### config.mk
export PLATFORM = sky130hd
export DESIGN_NAME = pal_lookup_path
export DESIGN_NICKNAME = d
export VERILOG_FILES = /design/src/rtl/pal_pkg.sv /design/src/rtl/pal_page_reg.sv /design/src/rtl/pal_addr_mux.sv /design/src/rtl/pal_fmt.sv /design/src/rtl/pal_lookup_path.sv
export SDC_FILE = /design/constraint.sdc
export NUM_CORES = 1
export LEC_CHECK = 0
export ABC_AREA = 1
export BUFFER_PORTS_ARGS = -buffer_cell sky130_fd_sc_hd__buf_2
export CORE_MARGIN = 2
export CORE_UTILIZATION = 43
export DETAILED_ROUTE_END_ITERATION = 16
export GPL_ROUTABILITY_DRIVEN = 0
export PLACE_DENSITY = 0.84
export SLEW_MARGIN = 20
export SYNTH_ARGS = -nofsm -noshare
export SYNTH_HDL_FRONTEND = slang
export SYNTH_SLANG_ARGS = --single-unit
export TNS_END_PERCENT = 5
### constraint.sdc
create_clock -name clk -period 1 [get_ports clk]
set_input_delay 0.1 -clock clk [delete_from_list [all_inputs] [get_ports clk]]
set_output_delay 0.1 -clock clk [all_outputs]
set_load 0.02 [all_outputs]
### src/rtl/pal_pkg.sv
package pal_pkg;

    typedef enum logic [1:0] {
        PLANES_1 = 2'b00,
        PLANES_2 = 2'b01,
        PLANES_4 = 2'b10,
        PLANES_8 = 2'b11
    } plane_mode_e;

    // number of low address bits taken from the pixel, capped at the address width
    function automatic int unsigned pixel_bits(input plane_mode_e m, input int unsigned aw);
        int unsigned n;
        n = 32'd1 << m;
        if (n > aw) n = aw;
        return n;
    endfunction

endpackage

### src/rtl/pal_page_reg.sv
module pal_page_reg #(
    parameter int ADDR_W = 8
) (
    input  logic              clk,
    input  logic              rst_n,
    input  logic              we,
    input  logic [ADDR_W-1:0] wdata,
    output logic [ADDR_W-1:0] page
);

    always_ff @(posedge clk) begin
        if (!rst_n)  page <= '0;
        else if (we) page <= wdata;
    end

    assert_page_load_R1: assert property (@(posedge clk) disable iff (!rst_n)
        we |=> (page == $past(wdata)));

    assert_page_keep_R1: assert property (@(posedge clk) disable iff (!rst_n)
        !we |=> $stable(page));

endmodule

### src/rtl/pal_addr_mux.sv
module pal_addr_mux
    import pal_pkg::*;
#(
    parameter int ADDR_W = 8
) (
    input  plane_mode_e       mode,
    input  logic [ADDR_W-1:0] pix,
    input  logic [ADDR_W-1:0] page,
    output logic [ADDR_W-1:0] addr
);

    int unsigned low_cnt;
    assign low_cnt = pixel_bits(mode, ADDR_W);

    // each address bit picks pixel or page bit in the same position
    for (genvar i = 0; i < ADDR_W; i++) begin : g_bit
        assign addr[i] = (i < low_cnt) ? pix[i] : page[i];
    end

endmodule

### src/rtl/pal_fmt.sv
module pal_fmt #(
    parameter int COLOR_W  = 8,
    parameter int NARROW_W = 6
) (
    input  logic                 clk,
    input  logic                 rst_n,
    input  logic                 ld,
    input  logic                 narrow,
    input  logic [3*COLOR_W-1:0] cin,
    output logic [3*COLOR_W-1:0] cout
);

    localparam int SH = COLOR_W - NARROW_W;

    logic [3*COLOR_W-1:0] nxt;

    for (genvar ch = 0; ch < 3; ch++) begin : g_ch
        logic [COLOR_W-1:0] raw;
        assign raw = cin[ch*COLOR_W +: COLOR_W];
        assign nxt[ch*COLOR_W +: COLOR_W] = narrow ? (raw << SH) : raw;

        if (SH > 0) begin : g_chk
            assert_narrow_zero_R6: assert property (@(posedge clk) disable iff (!rst_n)
                (ld && narrow) |=> (cout[ch*COLOR_W +: SH] == '0));
        end
    end

    always_ff @(posedge clk) begin
        if (!rst_n)  cout <= '0;
        else if (ld) cout <= nxt;
    end

    assert_wide_pass_R5: assert property (@(posedge clk) disable iff (!rst_n)
        (ld && !narrow) |=> (cout == $past(cin)));

    assert_hold_R8: assert property (@(posedge clk) disable iff (!rst_n)
        !ld |=> $stable(cout));

endmodule

### src/rtl/pal_lookup_path.sv
module pal_lookup_path
    import pal_pkg::*;
#(
    parameter int ADDR_W   = 8,
    parameter int COLOR_W  = 8,
    parameter int NARROW_W = 6
) (
    input  logic                 clk,
    input  logic                 rst_n,
    input  logic                 page_we,
    input  logic [ADDR_W-1:0]    page_wdata,
    input  logic                 pix_valid,
    input  logic [ADDR_W-1:0]    pix_data,
    input  logic [1:0]           plane_mode,
    input  logic                 narrow_mode,
    output logic                 ram_rd,
    output logic [ADDR_W-1:0]    ram_addr,
    input  logic [3*COLOR_W-1:0] ram_rdata,
    output logic                 out_valid,
    output logic [COLOR_W-1:0]   out_red,
    output logic [COLOR_W-1:0]   out_green,
    output logic [COLOR_W-1:0]   out_blue,
    output logic [3*COLOR_W-1:0] test_tap
);

    localparam int WORD_W = 3 * COLOR_W;

    logic [ADDR_W-1:0] page_q;
    logic [ADDR_W-1:0] addr_w;
    logic              v_s1;
    logic              nar_s1;
    logic              v_s2;
    logic [WORD_W-1:0] color_q;

    pal_page_reg #(.ADDR_W(ADDR_W)) u_page (
        .clk   (clk),
        .rst_n (rst_n),
        .we    (page_we),
        .wdata (page_wdata),
        .page  (page_q)
    );

    pal_addr_mux #(.ADDR_W(ADDR_W)) u_mux (
        .mode (plane_mode_e'(plane_mode)),
        .pix  (pix_data),
        .page (page_q),
        .addr (addr_w)
    );

    assign ram_rd   = pix_valid;
    assign ram_addr = addr_w;

    // stage 1: RAM read in flight, mode carried with it
    always_ff @(posedge clk) begin
        if (!rst_n) begin
            v_s1   <= 1'b0;
            nar_s1 <= 1'b0;
            v_s2   <= 1'b0;
        end else begin
            v_s1 <= pix_valid;
            if (pix_valid) nar_s1 <= narrow_mode;
            v_s2 <= v_s1;
        end
    end

    // stage 2: output formatting
    pal_fmt #(.COLOR_W(COLOR_W), .NARROW_W(NARROW_W)) u_fmt (
        .clk    (clk),
        .rst_n  (rst_n),
        .ld     (v_s1),
        .narrow (nar_s1),
        .cin    (ram_rdata),
        .cout   (color_q)
    );

    assign out_valid = v_s2;
    assign out_red   = color_q[WORD_W-1 -: COLOR_W];
    assign out_green = color_q[2*COLOR_W-1 -: COLOR_W];
    assign out_blue  = color_q[COLOR_W-1:0];
    assign test_tap  = color_q;

    assert_latency_R4: assert property (@(posedge clk) disable iff (!rst_n)
        pix_valid |-> ##2 out_valid);

    assert_idle_latency_R4: assert property (@(posedge clk) disable iff (!rst_n)
        !pix_valid |-> ##2 !out_valid);

    assert_full_pixel_R3: assert property (@(posedge clk) disable iff (!rst_n)
        (pix_valid && plane_mode == 2'b11) |-> (ram_addr == pix_data));

    assert_page_bits_R2: assert property (@(posedge clk) disable iff (!rst_n)
        (pix_valid && plane_mode == 2'b10) |->
            (ram_addr[3:0] == pix_data[3:0] && ram_addr[ADDR_W-1:4] == page_q[ADDR_W-1:4]));

endmodule

== Word level (Yosys, flattened, before mapping) ==
Index checks and enable logic that the tools add are counted.

* Magnitude comparators: 9
* Shift-type cells: 1
* Multiplexer cells: 12

{| class="wikitable"
|+ Operators with widths
! kind !! count
|-
| < comparator 3 x 32 -> 1 bit (first input constant) || 4
|-
| < comparator 1 x 32 -> 1 bit (first input constant) || 2
|-
| < comparator 2 x 32 -> 1 bit (first input constant) || 2
|-
| greater-than comparator 32 x 4 -> 1 bit (second input constant) || 1
|-
| two-way mux 32 bit || 1
|-
| left shift 1 x 2 -> 32 bit (first input constant) || 1
|-
| two-way mux 8 bit || 3
|-
| two-way mux 1 bit || 8
|}

* Register bits: 35
* Bits of input ports: 47
* Output and inout port bits: 58
* Word-level logic and storage cells: 27

== Longest topological paths before layout ==
* Word-level depth: 5
* Gate-level depth with buffers: 6
* Depth with buffers taken out: 4

== Modules after synthesis ==
From an unflattened synthesis, not the netlist that was laid out.

* Cells, all modules: 295
* Area total of the unflattened synthesis: 1939.4 um2

{| class="wikitable"
|+ By module, submodules not included
! module !! times used !! cells each !! area each (um2) !! sequential area each (um2)
|-
| pal_fmt || 1 || 182 || 1186.1 || 480.5
|-
| pal_page_reg || 1 || 51 || 356.6 || 160.2
|-
| pal_lookup_path || 1 || 37 || 284.0 || 60.1
|-
| pal_addr_mux || 1 || 25 || 112.6 || 0.0
|}

== Least setup slack after synthesis ==
OpenSTA, ideal clock, no wires.

* Path kind: reg-to-output
* Start point: register u_page.page[2]
* End point: output port ram_addr[2]
* Arrival time: 807 ps
* Required time: 900 ps
* Slack: 93 ps
* Stages on the path, launching flop included: 3
* Path buffers: 0
* Cell sequence: dfxtp_1 -> inv_1 -> o21ai_0

* Cells in the longest elaborated chain, start to end: 1

{| class="wikitable"
|+ Ends and longest elaborated chain
! what !! line !! source
|-
| from (decl) || pal_page_reg.sv:8 || <nowiki>output logic [ADDR_W-1:0] page</nowiki>
|-
| from (signal assigned) || pal_page_reg.sv:13 || <nowiki>else if (we) page <= wdata;</nowiki>
|-
| two-way mux 1 bit || pal_addr_mux.sv:17 || <nowiki>assign addr[i] = (i < low_cnt) ? pix[i] : page[i];</nowiki>
|-
| to (decl) || pal_lookup_path.sv:17 || <nowiki>output logic [ADDR_W-1:0] ram_addr,</nowiki>
|}

No other way between the ends.

== Final worst setup path ==
* Start point: register u_page.page[3]
* End point: output port ram_addr[3]

Same word-level chain as after synthesis.

==> impl_results.md <==
- Cell Chain, Critical Path: inv_2 > o21ai_2 > buf_4
- Synthesized cell area: around 1800 um2
- Global-route wire length before repair: between 6000 and 7000 um
- Die area: between 4000 and 5000 um2
- Netlist cell types: 15
- CORE AREA: 4030 um2
- RSZ-0062 raised after global routing: true
- Crit path time final: ~1 ns
- Gr busiest metal: met2
- PortBufs: 101
- Hold/Removal Path Class: primary input to flip-flop
- Largest net degree at the start of global routing: 31
- Num rows: 23
- Synth Warn #: 0
- Worst path slowest cell: dfxtp_2
- Ant. Diodes: 0
- Syn_area_per_cell: ~6.6 um2
- Number of buffers created by CTS: 5
- Antenna-violating nets left: 0
- Die H: roughly 70 um
- Cell taking the most area after synthesis: dfxtp_1
- DR DRC count: 0
- DRT iter0 DRCs: between 100 and 150
- Antenna violations before repair: 0
- Max Transition Viols Final: 0
- Grt ovf: 0
- Switching share of power: 31.0%
- Sink Count: 34
- Clock Path Buffers: 2
- CP peak stage delay: around 0.34 ns
- Critical path class: flip-flop to output port
- Setup violators final: 1
- Internal power: approximately 2.2 mW
- Finished Core Util: around 57%
- Ys async rst share: 0%
- Most common cell in the netlist: nor2_1
- Seq pwr share: 46.3%
- WL/cell: ~11 um
- Synth-to-layout area growth: 26.6%
- Net Switching: 1.00 mW
- DR vias/cell: between 4 and 5
- Ports: ~110
- Routed wire length: between 4000 and 5000 um
- Met3 Use GR: under 10%
- Worst rel slew slack: between 80 and 90%
- Failing checks: setup timing
- Grt met1 use: between 20% and 30%
- Syn_nets: 320
- Area share of the leading cell type in the synthesized netlist: a little under two fifths
- Status: finished, violations left
- Setup TNS: -0.00379 ns
- Met2 GRT Util: 32.1%
- Post-synth EDFFs: 0
- Largest cells by area after synthesis: dfxtp_1 38%, nor2_1 15%, buf_4 11%
- CP arrival: ~0.9 ns
- Sequential share of the synthesized area: between 30% and 40%
- H-tree Lvls: 2
- Crit end category: output port
- Clock Latency Late Sink: between 0.2 and 0.3 ns
- Final Hold Fails: 0
- Post-synthesis cell count: ~270
- Clock transition at path regs: 0.06 ns
- Tcrit/Tclk final: 100%
- Clock power frac: about 29%
- CP Launch Type: flip-flop
- CP Data Required Time: 0.90 ns
- Final HPWL from detailed placement: 3160 um
- Pleak: 1.28 nW
- Post-CTS Setup Bufs: 0
- Post-synthesis register bit count: 34
- Total power: ~3.2 mW
- FF-to-FF setup slack: ~0.06 ns
- Drt first pass iters: 4
- Final worst slack: -0.00379 ns
- VDD IR max: 0.697 mV
- Max Cap Viol: 0
- CTS tree: done
- Main synth FF type: dfxtp_1
- Synth top cells by count: 71 x nor2_1, 47 x nand2_1, 34 x dfxtp_1, 27 x buf_4, 25 x inv_1
- Slew @ Worst Pin: roughly 0.20 ns
- Clock skew: between 0.003 and 0.004 ns
- Starting Density: ~45%
- Pwr/cell area: between 1000 and 1500 nW/um2
- GRT Total Usage: 18.4%
- Comb power frac: roughly 25%
- Share of layout cells above drive strength 1: a little under two fifths
- Fmax: between 900 and 1000 MHz
- Die Wd: around 69 um
- Vias: about 1800
- Crit Path Max Fanout: 2
- Nets: ~400
- Post-Place Worst Slack: 0.0599 ns
- Vias in the first global route: around 1500
- Root buf cell: clkbuf_8
- Fill count: between 300 and 400
[timing repair]
item	CTS	global route
pin swaps	0	1
gates resized for setup	7	12
hold buffers	0	0
hold endpoints to repair	0	0
endpoints found under the setup margin	3	6
[worst max-delay path: cells and delay by family, from the launching register on]
family                 cells  cell delay (ns)
DFF                        1             0.34
buffers and inverters      2             0.17
AOI/OAI and AO/OA          1             0.11
[layer usage]
| metal | wire length (um) | share of wire (%) |
|---|---|---|
| met1 | 1780 | 43 |
| met2 | 2060 | 49 |
| met3 | 286 | 6.9 |
| met4 | 40 | 0.96 |
| met5 | 0 | 0 |
[metrics by stage]
| stage | instance area (um2) | hold slack, ns | instances |
|---|---|---|---|
| after floorplan | 1800 | 0.193 | 273 |
| after global placement | 2170 | 0.200 | 390 |
| after detailed placement | 2170 | 0.200 | 390 |
| after CTS | 2250 | 0.0340 | 397 |
| after global routing | 2280 | 0.0299 | 397 |
| final | 2280 | 0.0373 | 397 |
[flip-flops by register name, summed over array words and instances (netlist names)]
signal,count
u_fmt.cout,24
v_s1,1
nar_s1,1
out_valid,1
u_page.page,7
[cell type report]
type	count	area [um2]	area share, %
Inverter	27	101	4.44
Multi-Input combinational cell	173	737	32.3
Tap cell	50	62.6	2.74
Clock buffer	7	76.3	3.35
Sequential cell	34	688	30.2
Timing Repair Buffer	106	616	27.0
[power groups by stage]
stage               clock network (mW)  registers [mW]  logic (mW)
floorplan                            0            1.59       0.489
global placement                     0            1.52       0.760
detailed placement                   0            1.53       0.773
CTS                              0.974            1.50       0.784
global route                      1.03            1.51       0.878
finish                           0.945            1.50       0.794
[worst paths after layout]
check | from | to | depth (start not counted)
max | u_page.page[3] | ram_addr[3] | 3
min | page_wdata[6] | u_page.page[6] | 3
max reg2reg | nar_s1 | u_fmt.cout[2] | 4
min reg2reg | u_fmt.cout[0] | u_fmt.cout[0] | 2
[cell usage in the layout, fill, tap and decap left out, drive strengths merged]
cell / count
buf: 106
nor2: 71
nand2: 57
dfxtp: 34
o21ai: 29
inv: 27
nand3: 10
clkbuf: 7
a21oi: 6
[cell families (layout without fill, tap and decap cells)]
logic type / Yosys count / in the layout / share of synthesized area (%)
AO/OA/AOI/OAI: 35 / 35 / 9.72
buffers and inverters: 66 / 140 / 21.7
flip-flops: 34 / 34 / 37.8
AND/OR/NAND/NOR: 138 / 138 / 30.8
No activity file was read; power rests on OpenSTA's default activity.
